==> src/rtl/fiq_pkg.sv <==
package fiq_pkg;

    // Per-channel buffer state
    typedef enum logic [1:0] {
        CH_OFF  = 2'd0,   // channel disabled, nothing buffered
        CH_IDLE = 2'd1,   // enabled, nothing buffered
        CH_PEND = 2'd2    // enabled, request buffered
    } ch_state_e;

endpackage

==> src/rtl/fiq_edge_detect.sv <==
module fiq_edge_detect #(
    parameter int unsigned WIDTH = 16
) (
    input  logic             clk_i,
    input  logic             rst_ni,
    input  logic [WIDTH-1:0] lines_i,
    output logic [WIDTH-1:0] rise_o
);

    logic [WIDTH-1:0] hist_q;

    // History is kept whatever the enables say, so a disabled
    // channel still tracks its line level.
    always_ff @(posedge clk_i or negedge rst_ni) begin
        if (!rst_ni) begin
            hist_q <= '0;
        end else begin
            hist_q <= lines_i;
        end
    end

    always_comb begin
        rise_o = lines_i & ~hist_q;
    end

endmodule

==> src/rtl/fiq_channel.sv <==
module fiq_channel
    import fiq_pkg::*;
(
    input  logic clk_i,
    input  logic rst_ni,
    input  logic en_i,
    input  logic rise_i,
    input  logic clr_i,
    output logic pend_o
);

    ch_state_e state_q;
    ch_state_e state_d;

    // State register
    always_ff @(posedge clk_i or negedge rst_ni) begin
        if (!rst_ni) begin
            state_q <= CH_OFF;
        end else begin
            state_q <= state_d;
        end
    end

    // Next state
    always_comb begin
        state_d = state_q;
        unique case (state_q)
            CH_OFF: begin
                if (en_i) begin
                    state_d = rise_i ? CH_PEND : CH_IDLE;      // T_CAPTURE / T_ARM
                end
            end
            CH_IDLE: begin
                if (!en_i) begin
                    state_d = CH_OFF;                          // T_DISABLE
                end else if (rise_i) begin
                    state_d = CH_PEND;                         // T_CAPTURE
                end
            end
            CH_PEND: begin
                if (!en_i) begin
                    state_d = CH_OFF;                          // T_DISABLE
                end else if (clr_i && !rise_i) begin
                    state_d = CH_IDLE;                         // T_CLEAR
                end
            end
            default: begin
                state_d = CH_OFF;
            end
        endcase
    end

    // Outputs
    always_comb begin
        pend_o = (state_q == CH_PEND);
    end

    AST_EDGE_CAPTURE: assert property (@(posedge clk_i) disable iff (!rst_ni)
        (en_i && rise_i) |=> pend_o);

    AST_CLEAR_DROPS: assert property (@(posedge clk_i) disable iff (!rst_ni)
        (en_i && clr_i && !rise_i) |=> !pend_o);

    AST_STICKY_HOLD: assert property (@(posedge clk_i) disable iff (!rst_ni)
        (pend_o && en_i && !clr_i) |=> pend_o);

    AST_DISABLE_ZERO: assert property (@(posedge clk_i) disable iff (!rst_ni)
        !en_i |=> !pend_o);

    AST_NO_SPURIOUS: assert property (@(posedge clk_i) disable iff (!rst_ni)
        $rose(pend_o) |-> $past(en_i && rise_i));

endmodule

==> src/rtl/fiq_reg_map.sv <==
module fiq_reg_map #(
    parameter int unsigned NUM_CH   = 16,
    parameter int unsigned REG_W    = 32,
    parameter int unsigned BASE_BIT = 16
) (
    input  logic [REG_W-1:0]  enable_word_i,
    input  logic              clr_we_i,
    input  logic [REG_W-1:0]  clr_wdata_i,
    input  logic [NUM_CH-1:0] pend_i,
    output logic [NUM_CH-1:0] en_o,
    output logic [NUM_CH-1:0] clr_o,
    output logic [REG_W-1:0]  pend_word_o,
    output logic [NUM_CH-1:0] active_o,
    output logic              any_o
);

    localparam int unsigned TOP_BIT = BASE_BIT + NUM_CH - 1;

    always_comb begin
        en_o  = enable_word_i[TOP_BIT:BASE_BIT];
        clr_o = clr_we_i ? clr_wdata_i[TOP_BIT:BASE_BIT] : '0;
    end

    always_comb begin
        pend_word_o                   = '0;
        pend_word_o[TOP_BIT:BASE_BIT] = pend_i;
        active_o                      = pend_i & en_o;
        any_o                         = |active_o;
    end

    // Standard-interrupt positions below the custom field carry nothing here
    generate
        if (BASE_BIT > 0) begin : g_low_unused
            logic unused_low;
            assign unused_low = ^{enable_word_i[BASE_BIT-1:0], clr_wdata_i[BASE_BIT-1:0]};
        end
        if (TOP_BIT < REG_W - 1) begin : g_high_unused
            logic unused_high;
            assign unused_high = ^{enable_word_i[REG_W-1:TOP_BIT+1], clr_wdata_i[REG_W-1:TOP_BIT+1]};
        end
    endgenerate

endmodule

==> src/rtl/fiq_pending_buffer.sv <==
module fiq_pending_buffer #(
    parameter int unsigned NUM_CH   = 16,
    parameter int unsigned REG_W    = 32,
    parameter int unsigned BASE_BIT = 16
) (
    input  logic              clk_i,
    input  logic              rst_ni,
    input  logic [NUM_CH-1:0] irq_lines_i,
    input  logic [REG_W-1:0]  int_enable_i,
    input  logic              clr_we_i,
    input  logic [REG_W-1:0]  clr_wdata_i,
    output logic [REG_W-1:0]  pend_word_o,
    output logic [NUM_CH-1:0] pend_active_o,
    output logic              any_active_o
);

    logic [NUM_CH-1:0] rise;
    logic [NUM_CH-1:0] ch_en;
    logic [NUM_CH-1:0] ch_clr;
    logic [NUM_CH-1:0] ch_pend;

    fiq_edge_detect #(
        .WIDTH (NUM_CH)
    ) i_edge (
        .clk_i   (clk_i),
        .rst_ni  (rst_ni),
        .lines_i (irq_lines_i),
        .rise_o  (rise)
    );

    fiq_reg_map #(
        .NUM_CH   (NUM_CH),
        .REG_W    (REG_W),
        .BASE_BIT (BASE_BIT)
    ) i_map (
        .enable_word_i (int_enable_i),
        .clr_we_i      (clr_we_i),
        .clr_wdata_i   (clr_wdata_i),
        .pend_i        (ch_pend),
        .en_o          (ch_en),
        .clr_o         (ch_clr),
        .pend_word_o   (pend_word_o),
        .active_o      (pend_active_o),
        .any_o         (any_active_o)
    );

    generate
        for (genvar n = 0; n < NUM_CH; n++) begin : g_ch
            fiq_channel i_ch (
                .clk_i  (clk_i),
                .rst_ni (rst_ni),
                .en_i   (ch_en[n]),
                .rise_i (rise[n]),
                .clr_i  (ch_clr[n]),
                .pend_o (ch_pend[n])
            );
        end
    endgenerate

    AST_NO_WRITE_NO_DROP: assert property (@(posedge clk_i) disable iff (!rst_ni)
        (!clr_we_i && ((pend_word_o[BASE_BIT+NUM_CH-1:BASE_BIT] & int_enable_i[BASE_BIT+NUM_CH-1:BASE_BIT]) != '0))
        |=> ((pend_word_o[BASE_BIT+NUM_CH-1:BASE_BIT] & $past(pend_active_o)) == $past(pend_active_o)
             || !$stable(int_enable_i)));

endmodule

==> config.mk <==
export PLATFORM = sky130hd
export DESIGN_NAME = fiq_pending_buffer
export DESIGN_NICKNAME = d
export VERILOG_FILES = /design/src/rtl/fiq_pkg.sv /design/src/rtl/fiq_edge_detect.sv /design/src/rtl/fiq_channel.sv /design/src/rtl/fiq_reg_map.sv /design/src/rtl/fiq_pending_buffer.sv
export SDC_FILE = /design/constraint.sdc
export NUM_CORES = 1
export LEC_CHECK = 0
export ABC_CLOCK_PERIOD_IN_PS = 1900
export BUFFER_PORTS_ARGS = -buffer_cell sky130_fd_sc_hd__buf_4
export CELL_PAD_IN_SITES_DETAIL_PLACEMENT = 1
export CELL_PAD_IN_SITES_GLOBAL_PLACEMENT = 2
export CORE_MARGIN = 2
export CORE_UTILIZATION = 27
export DETAILED_ROUTE_END_ITERATION = 6
export PLACE_DENSITY = 0.82
export SLEW_MARGIN = 5
export SYNTH_ARGS = -nofsm -noshare
export SYNTH_HDL_FRONTEND = slang
export SYNTH_SLANG_ARGS = --single-unit
==> constraint.sdc <==
create_clock -name clk_i -period 1.9 [get_ports clk_i]
set_input_delay 0.095 -clock clk_i [delete_from_list [all_inputs] [get_ports clk_i]]
set_output_delay 0.095 -clock clk_i [all_outputs]
set_load 0.01 [all_outputs]
==> impl_results.md, run 1 <==
* Status: finished clean
* Die Y at 98.5 um
* Crit path capture type: primary output
* Setup bufs post-CTS at 0
* Worst path required time at 1800 ps
* Crit path arrival time at 1610 ps
* Most common library cell in the layout ignoring fill and taps: buf_4
* Antenna-violating nets left at 0
* Distinct cells, synth at 23
* Period utilisation layout at 89.8%
* Final Non-Filler Cells at 430
* H-tree depth at 2
* Total routed wirelength at 5780 um
* Gr ovfl total at 0
* Vias in the first global route at 1,974
* Initial core utilization at 27.8%
* Area of the multi-input gates at 948 sq um
* Root Driver: clkbuf_8
* Largest net degree at the start of global routing at 49
* Final min period at 1710 ps
* Slew headroom at 58.1%
* Core Region at 8680 sq um
* Fin nets at 404
* First-pass GRT wire length at 9560 um
* TritonCTS clock tree: built
* Max-slew violations at 0
* LEAKAGE at 1.65 nW
* Post-detail-place hpwl at 4510 um
* Layout cells sized above 1 at 32.3%
* Wire per inst at 13.4 um
* Iter 0 DRT Violations at 27
* Register area at 1200 sq um
* Clock Tree Buf Depth at 2
* Most frequent cells in the layout: 84 x buf_4, 48 x dfrtp_1, 24 x nand2_1
* Synth Area per Inst at 10.4 sq um
* Std cell rows at 34
* N_diodes at 0
* I/O pins at 132
* FF+latch count, synth at 48
* Ys Warns at 0
* Vias/cell at 4.39
* Worst hold path type: in -> reg
* Placed cells at 405
* Worst slew pin tran at 629 ps
* Via count at 1,888
* DIE WIDTH at 98.5 um
* Peak supply drop at 0.325 mV
* Startpoint types: flop
* Clock sink total at 48
* Worst-path clk slew at 80 ps
* RePlAce Congestion at 0.733
* Max Clk Rate at 586 MHz
* Initial antenna violation count at 0
* Worst skew pair latency at 290 ps
* Number of I/O port buffers at 83
* Max-cap violations at 0
* Cell Area, Synth at 2410 sq um
* Synthesis-to-layout area growth at 34.3%
* Num CTS Buffers at 5
* Setup TNS at 0 ps
* Post-route DRC at 0
* TritonRoute pass-1 iters at 3
* WS Path Type: reg -> out
* Worst Path Max Fanout at 5
* Overall Power at 2.16 mW
* Unrepaired setup endpoints after global routing: false
* Count of final setup violators at 0
* Clk_skew at 2.74 ps
* Final hold vios at 0
* PwrDens at 667 nW/um^2
* Syn Inst Count at 232
* GRT Resource Usage Total at 12.2%
* FILL cells at 1,030
* Die area at 9700 sq um
* Register area share after synthesis at 49.8%
-- state kept, by name (all words and copies together) (netlist names) --
| register | count |
|---|---|
| i_edge.hist_q | 16 |
| g_ch.i_ch.state_q | 32 |
-- where the power goes --
group	switching, mW	leakage [nW]	total [mW]	internal (mW)
combinational	0.176	1.00	0.390	0.214
sequential	0.0539	0.600	1.14	1.09
clock	0.331	0.0455	0.628	0.298
-- timing repair --
| item | CTS | global route |
|---|---|---|
| resized for setup | 0 | 1 |
| endpoints found under the hold margin | 64 | 0 |
| hold buffers | 17 | 0 |
| setup endpoints to repair | 0 | 1 |
-- logic make-up (layout without fill, tap and decap cells) --
| kind of cell | Yosys count | in the layout | share of synthesized area, % |
|---|---|---|---|
| buffers and inverters | 50 | 125 | 13.4 |
| other | 1 | 16 | 0.156 |
| and+or+nand+nor | 94 | 94 | 25.1 |
| DFF | 48 | 48 | 49.8 |
| AOI/OAI and AO/OA | 39 | 39 | 11.5 |
-- final cells by class --
| type | count | share of cell area [%] |
|---|---|---|
| clock buffer | 8 | 2.78 |
| inverter | 16 | 1.86 |
| timing repair buffer | 101 | 24.7 |
| sequential | 48 | 37.1 |
| multi-input combinational | 149 | 29.3 |
| tap | 108 | 4.18 |
-- cell usage after synthesis --
master / number / area [sq um]
o21ai_0: 9 / 45.0
a21oi_1: 7 / 35.0
buf_6: 2 / 22.5
and3b_2: 2 / 20.0
nand2_2: 1 / 6.26
and2b_1: 5 / 37.5
a221oi_1: 7 / 61.3
nor3_2: 7 / 70.1
a221oi_2: 2 / 30.0
o21a_1: 7 / 52.6
nand2b_1: 9 / 56.3
a211oi_1: 7 / 52.6
conb_1: 1 / 3.75
and3_1: 9 / 56.3
nand4_1: 1 / 6.26
nand2_1: 24 / 90.1
nor2b_1: 17 / 106
inv_1: 16 / 60.1
nor4_1: 4 / 25.0
buf_4: 32 / 240
and3b_1: 14 / 123
dfrtp_1: 48 / 1200
and2b_2: 1 / 8.76
-- layer usage --
layer	share of wire, %	up-vias	global-route usage [%]
met4	0.87	0	2.85
met3	6.2	6	3.33
met2	49	59	20.4
met1	43	903	15.8
li1	-	920	-
met5	0	-	0
-- through the flow --
stage	utilization [%]	hold slack, ps	cell area [sq um]	setup slack (ps)
finish	37.3	30.4	3240	194
global route	37.3	19.9	3240	28.7
CTS	37.2	12.4	3230	21.1
detailed placement	34.2	164	2970	359
global placement	34.2	152	2970	379
floorplan	-	-201	2470	755
-- final timing paths --
check | slack, ps | end | startpoint | cells past startpoint
max | 190 | any_active_o | g_ch[10].i_ch.state_q[1]$_DFFE_PN0P_ | 4
min | 30 | g_ch[8].i_ch.state_q[1]$_DFFE_PN0P_ | int_enable_i[24] | 3
max reg2reg | 990 | g_ch[5].i_ch.state_q[1]$_DFFE_PN0P_ | i_edge.hist_q[5]$_DFF_PN0_ | 3
min reg2reg | 490 | g_ch[11].i_ch.state_q[1]$_DFFE_PN0P_ | g_ch[11].i_ch.state_q[0]$_DFFE_PN0P_ | 1
max in group asynchronous | 1120 | g_ch[12].i_ch.state_q[1]$_DFFE_PN0P_ | rst_ni | 2
min in group asynchronous | 360 | g_ch[8].i_ch.state_q[0]$_DFFE_PN0P_ | rst_ni | 2
-- worst max-delay path, cell delays in order (launching register included) --
cell and delay [ps]:
dfrtp_1 430, and3b_1 210, nor4_1 370, nand4_1 130
buf_4 180
(Power assumes the default switching activity.)
==> inputs of run 2 (changes only) <==
ABC_AREA = 1   (was default)
ABC_CLOCK_PERIOD_IN_PS = 1600   (was 1900)
CORE_UTILIZATION = 25   (was 27)
PLACE_DENSITY = 0.79   (was 0.82)
clock period = 1.6 ns   (was 1.9 ns; I/O delays follow)
==> impl_results.md, run 2 <==
* Peak supply drop at 0.493 mV
* Cell Area, Synth at 3390 sq um
* Cell taking the most area after synthesis: dfrtp_1
* Period utilisation layout at 89.3%
* Hold Crit Start: int_enable_i[28]
* Unrepaired setup endpoints after global routing: false
* WS Path Type: reg -> out
* Post-route DRC at 0
* GRT Resource Usage Total at 12.7%
* N_diodes at 0
* Ys Warns at 0
* Clk pwr share at 18.1%
* Initial antenna violation count at 0
* Gr ovfl total at 0
* Most frequent cells in the layout: 179 x nand2_1, 109 x inv_1, 84 x buf_4
* Number of flops mapped to enable cells by yosys at 0
* CP delay by family, top: simple AND/OR/NAND/NOR gates
* Cell Chain, Critical Path: nand3_1, nand2_1, inv_1, nand2_1, nor2_1, nand2_1, buf_4
* Top reg by flops: g_ch.i_ch.state_q
* Max-cap violations at 0
* Final hold vios at 0
* First-pass GRT wire length at 15,300 um
* Worst-path clk slew at 60 ps
* Final Non-Filler Cells at 795
* P_int at 3.53 mW
* Syn Inst Count at 530
* Hold_ws at 126 ps
* Synth top area share at 35.4%
* Final min period at 1430 ps
* LEAKAGE at 2.80 nW
* Via count at 3,330
* Vias/cell at 4.19
* Max Clk Rate at 700 MHz
* Worst skew pair latency at 280 ps
* Startpoint types: flop
* Adder-cell share of the synthesized area at 0%
* Mux contribution to synthesized area at 0%
* Largest family of logic cells by synthesized area: simple AND/OR/NAND/NOR gates
* Combinational group share of total power at 49.3%
* Synth Flop Type: dfrtp_1
* Worst Path Max Fanout at 5
* Critical path buffers and inverters at 2
* Clk_skew at 2.76 ps
* Flop pwr share at 32.6%
* Top flop regs: g_ch.i_ch.state_q (32), i_edge.hist_q (16)
* Vias in the first global route at 3,516
* DIE WIDTH at 120 um
* Worst path required time at 1520 ps
* Largest net degree at the start of global routing at 49
* I/O pins at 132
* Register area share after synthesis at 35.4%
* Count leader, synth: nand2_1
* Top cells by count, synth: 179 x nand2_1, 109 x inv_1, 50 x nor2_1
* XOR/XNOR share of the synthesized area at 0%
* Setup TNS at 0 ps
* Fin nets at 702
* Crit path arrival time at 1350 ps
* Count of final setup violators at 0
* Clock sink total at 48
* PwrDens at 1400 nW/um^2
* Distinct cells, synth at 13
* Post-synth ARST share at 100%
* Place WS at 359 ps
* Most common library cell in the layout ignoring fill and taps: nand2_1
* FF+latch count, synth at 48
* CP startpoint: g_ch[7].i_ch.state_q[1]$_DFFE_PN0P_
* Iter 0 DRT Violations at 70
* RePlAce Congestion at 0.795
* Antenna-violating nets left at 0
* Worst slew pin tran at 657 ps
* Placed cells at 770
* Sw Pwr at 2.56 mW
* Total routed wirelength at 8780 um
* Die area at 14,500 sq um
* Wire per inst at 11.0 um
* TritonRoute pass-1 iters at 4
* Num CTS Buffers at 5
* TritonCTS clock tree: built
* Synth Area in Simple Gates at 43.6%
* Worst hold path type: in -> reg
* Die Y at 120 um
* H-tree depth at 2
* Synth Area per Inst at 6.40 sq um
* Max-slew violations at 0
* Post-detail-place hpwl at 6940 um
* Critical Path Most Common Cell: nand2_1
* Synth Area in Compound Gates at 0%
* Number of I/O port buffers at 83
* Layout cells sized above 1 at 19.5%
* Std cell rows at 42
* Worst path max stage delay at 410 ps
* Setup ws final at 171 ps
* Slew headroom at 56.2%
* Initial core utilization at 25.6%
* Max reg flops at 32
* Core Region at 13,200 sq um
* Status: finished clean
* Clock Tree Buf Depth at 2
* Synthesis-to-layout area growth at 28.6%
* Crit path capture type: primary output
* Root Driver: clkbuf_16
* R2r startpoint: g_ch[12].i_ch.state_q[0]$_DFFE_PN0P_
* Ranking of synthesized cells by area: dfrtp_1 35%, nand2_1 20%, inv_1 12%, buf_4 7.1%, nand4_1 6.3%
* Layout Utilization at 32.9%
* Max stage delay cell, worst path: dfrtp_1
* Switching share of power at 42.1%
[run 2: changes by cell type after synthesis, moves of 14 or more]
cell | before | now
and3b_1 | 14 | 0
inv_1 | 16 | 109
nand2_1 | 24 | 179
nand2_2 | 1 | 20
nand3_1 | 0 | 32
nand3b_1 | 0 | 16
nand4_1 | 1 | 34
nor2_1 | 0 | 50
nor2b_1 | 17 | 0
[run 2: final cells by class]
cell class                      count  area [sq um]
Sequential cell                    48          1200
Fill cell                        1714          8880
Inverter                          116           435
Clock buffer                        7           153
Tap cell                          176           220
Multi-Input combinational cell    347          1550
Timing Repair Buffer              101           801
[run 2: worst paths after layout]
path | endpoint | slack [ps] | cells after the start
worst max-delay path | any_active_o | 170 | 7
worst min-delay path | g_ch[12].i_ch.state_q[0]$_DFFE_PN0P_ | 130 | 3
worst max register to register | g_ch[12].i_ch.state_q[0]$_DFFE_PN0P_ | 500 | 6
worst min register to register | g_ch[1].i_ch.state_q[1]$_DFFE_PN0P_ | 640 | 5
max in group asynchronous | g_ch[13].i_ch.state_q[1]$_DFFE_PN0P_ | 800 | 2
min in group asynchronous | g_ch[11].i_ch.state_q[0]$_DFFE_PN0P_ | 360 | 2
[run 2: cells by family (layout without fill, tap and decap cells)]
family	count (synthesis)	count (layout)
buffers and inverters	150	224
flip-flops	48	48
other	1	16
AND/OR/NAND/NOR	331	331
[run 2: worst reg2reg max path: cells and delay by family, from the launching register on]
| kind | cells | cell delay [ps] |
|---|---|---|
| buf+inv | 2 | 220 |
| flops | 1 | 400 |
| simple gates | 4 | 390 |
[run 2: through the flow]
step,total power [mW],area [sq um]
2_1_floorplan,4.15,3450
3_3_place_gp,4.88,4020
3_5_place_dp,5.00,4020
4_1_cts,6.18,4340
5_1_grt,6.74,4360
6_report,6.09,4360
[run 2: what timing repair did]
item                       4_1_cts  5_1_grt
setup buffers                    0        1
setup endpoints to repair        0        1
hold endpoints to repair        64        0
gates resized for setup          0        3
hold buffers                    17        0
[run 2: routing by layer]
layer  track usage (%)  up-vias  wire length (um)
li1                  -     1730                 -
met1              15.5     1532              4090
met2              23.2       61              4310
met3              2.22        7               300
met4              3.05        0                81
met5                 0        -                 0
[run 2: power by group through the flow]
stage / logic [mW] / registers, mW / clock network [mW]
2_1_floorplan: 2.22 / 1.92 / 0
3_3_place_gp: 2.90 / 1.98 / 0
3_5_place_dp: 2.99 / 2.01 / 0
4_1_cts: 3.04 / 1.99 / 1.16
5_1_grt: 3.49 / 2.07 / 1.18
6_report: 3.01 / 1.99 / 1.10
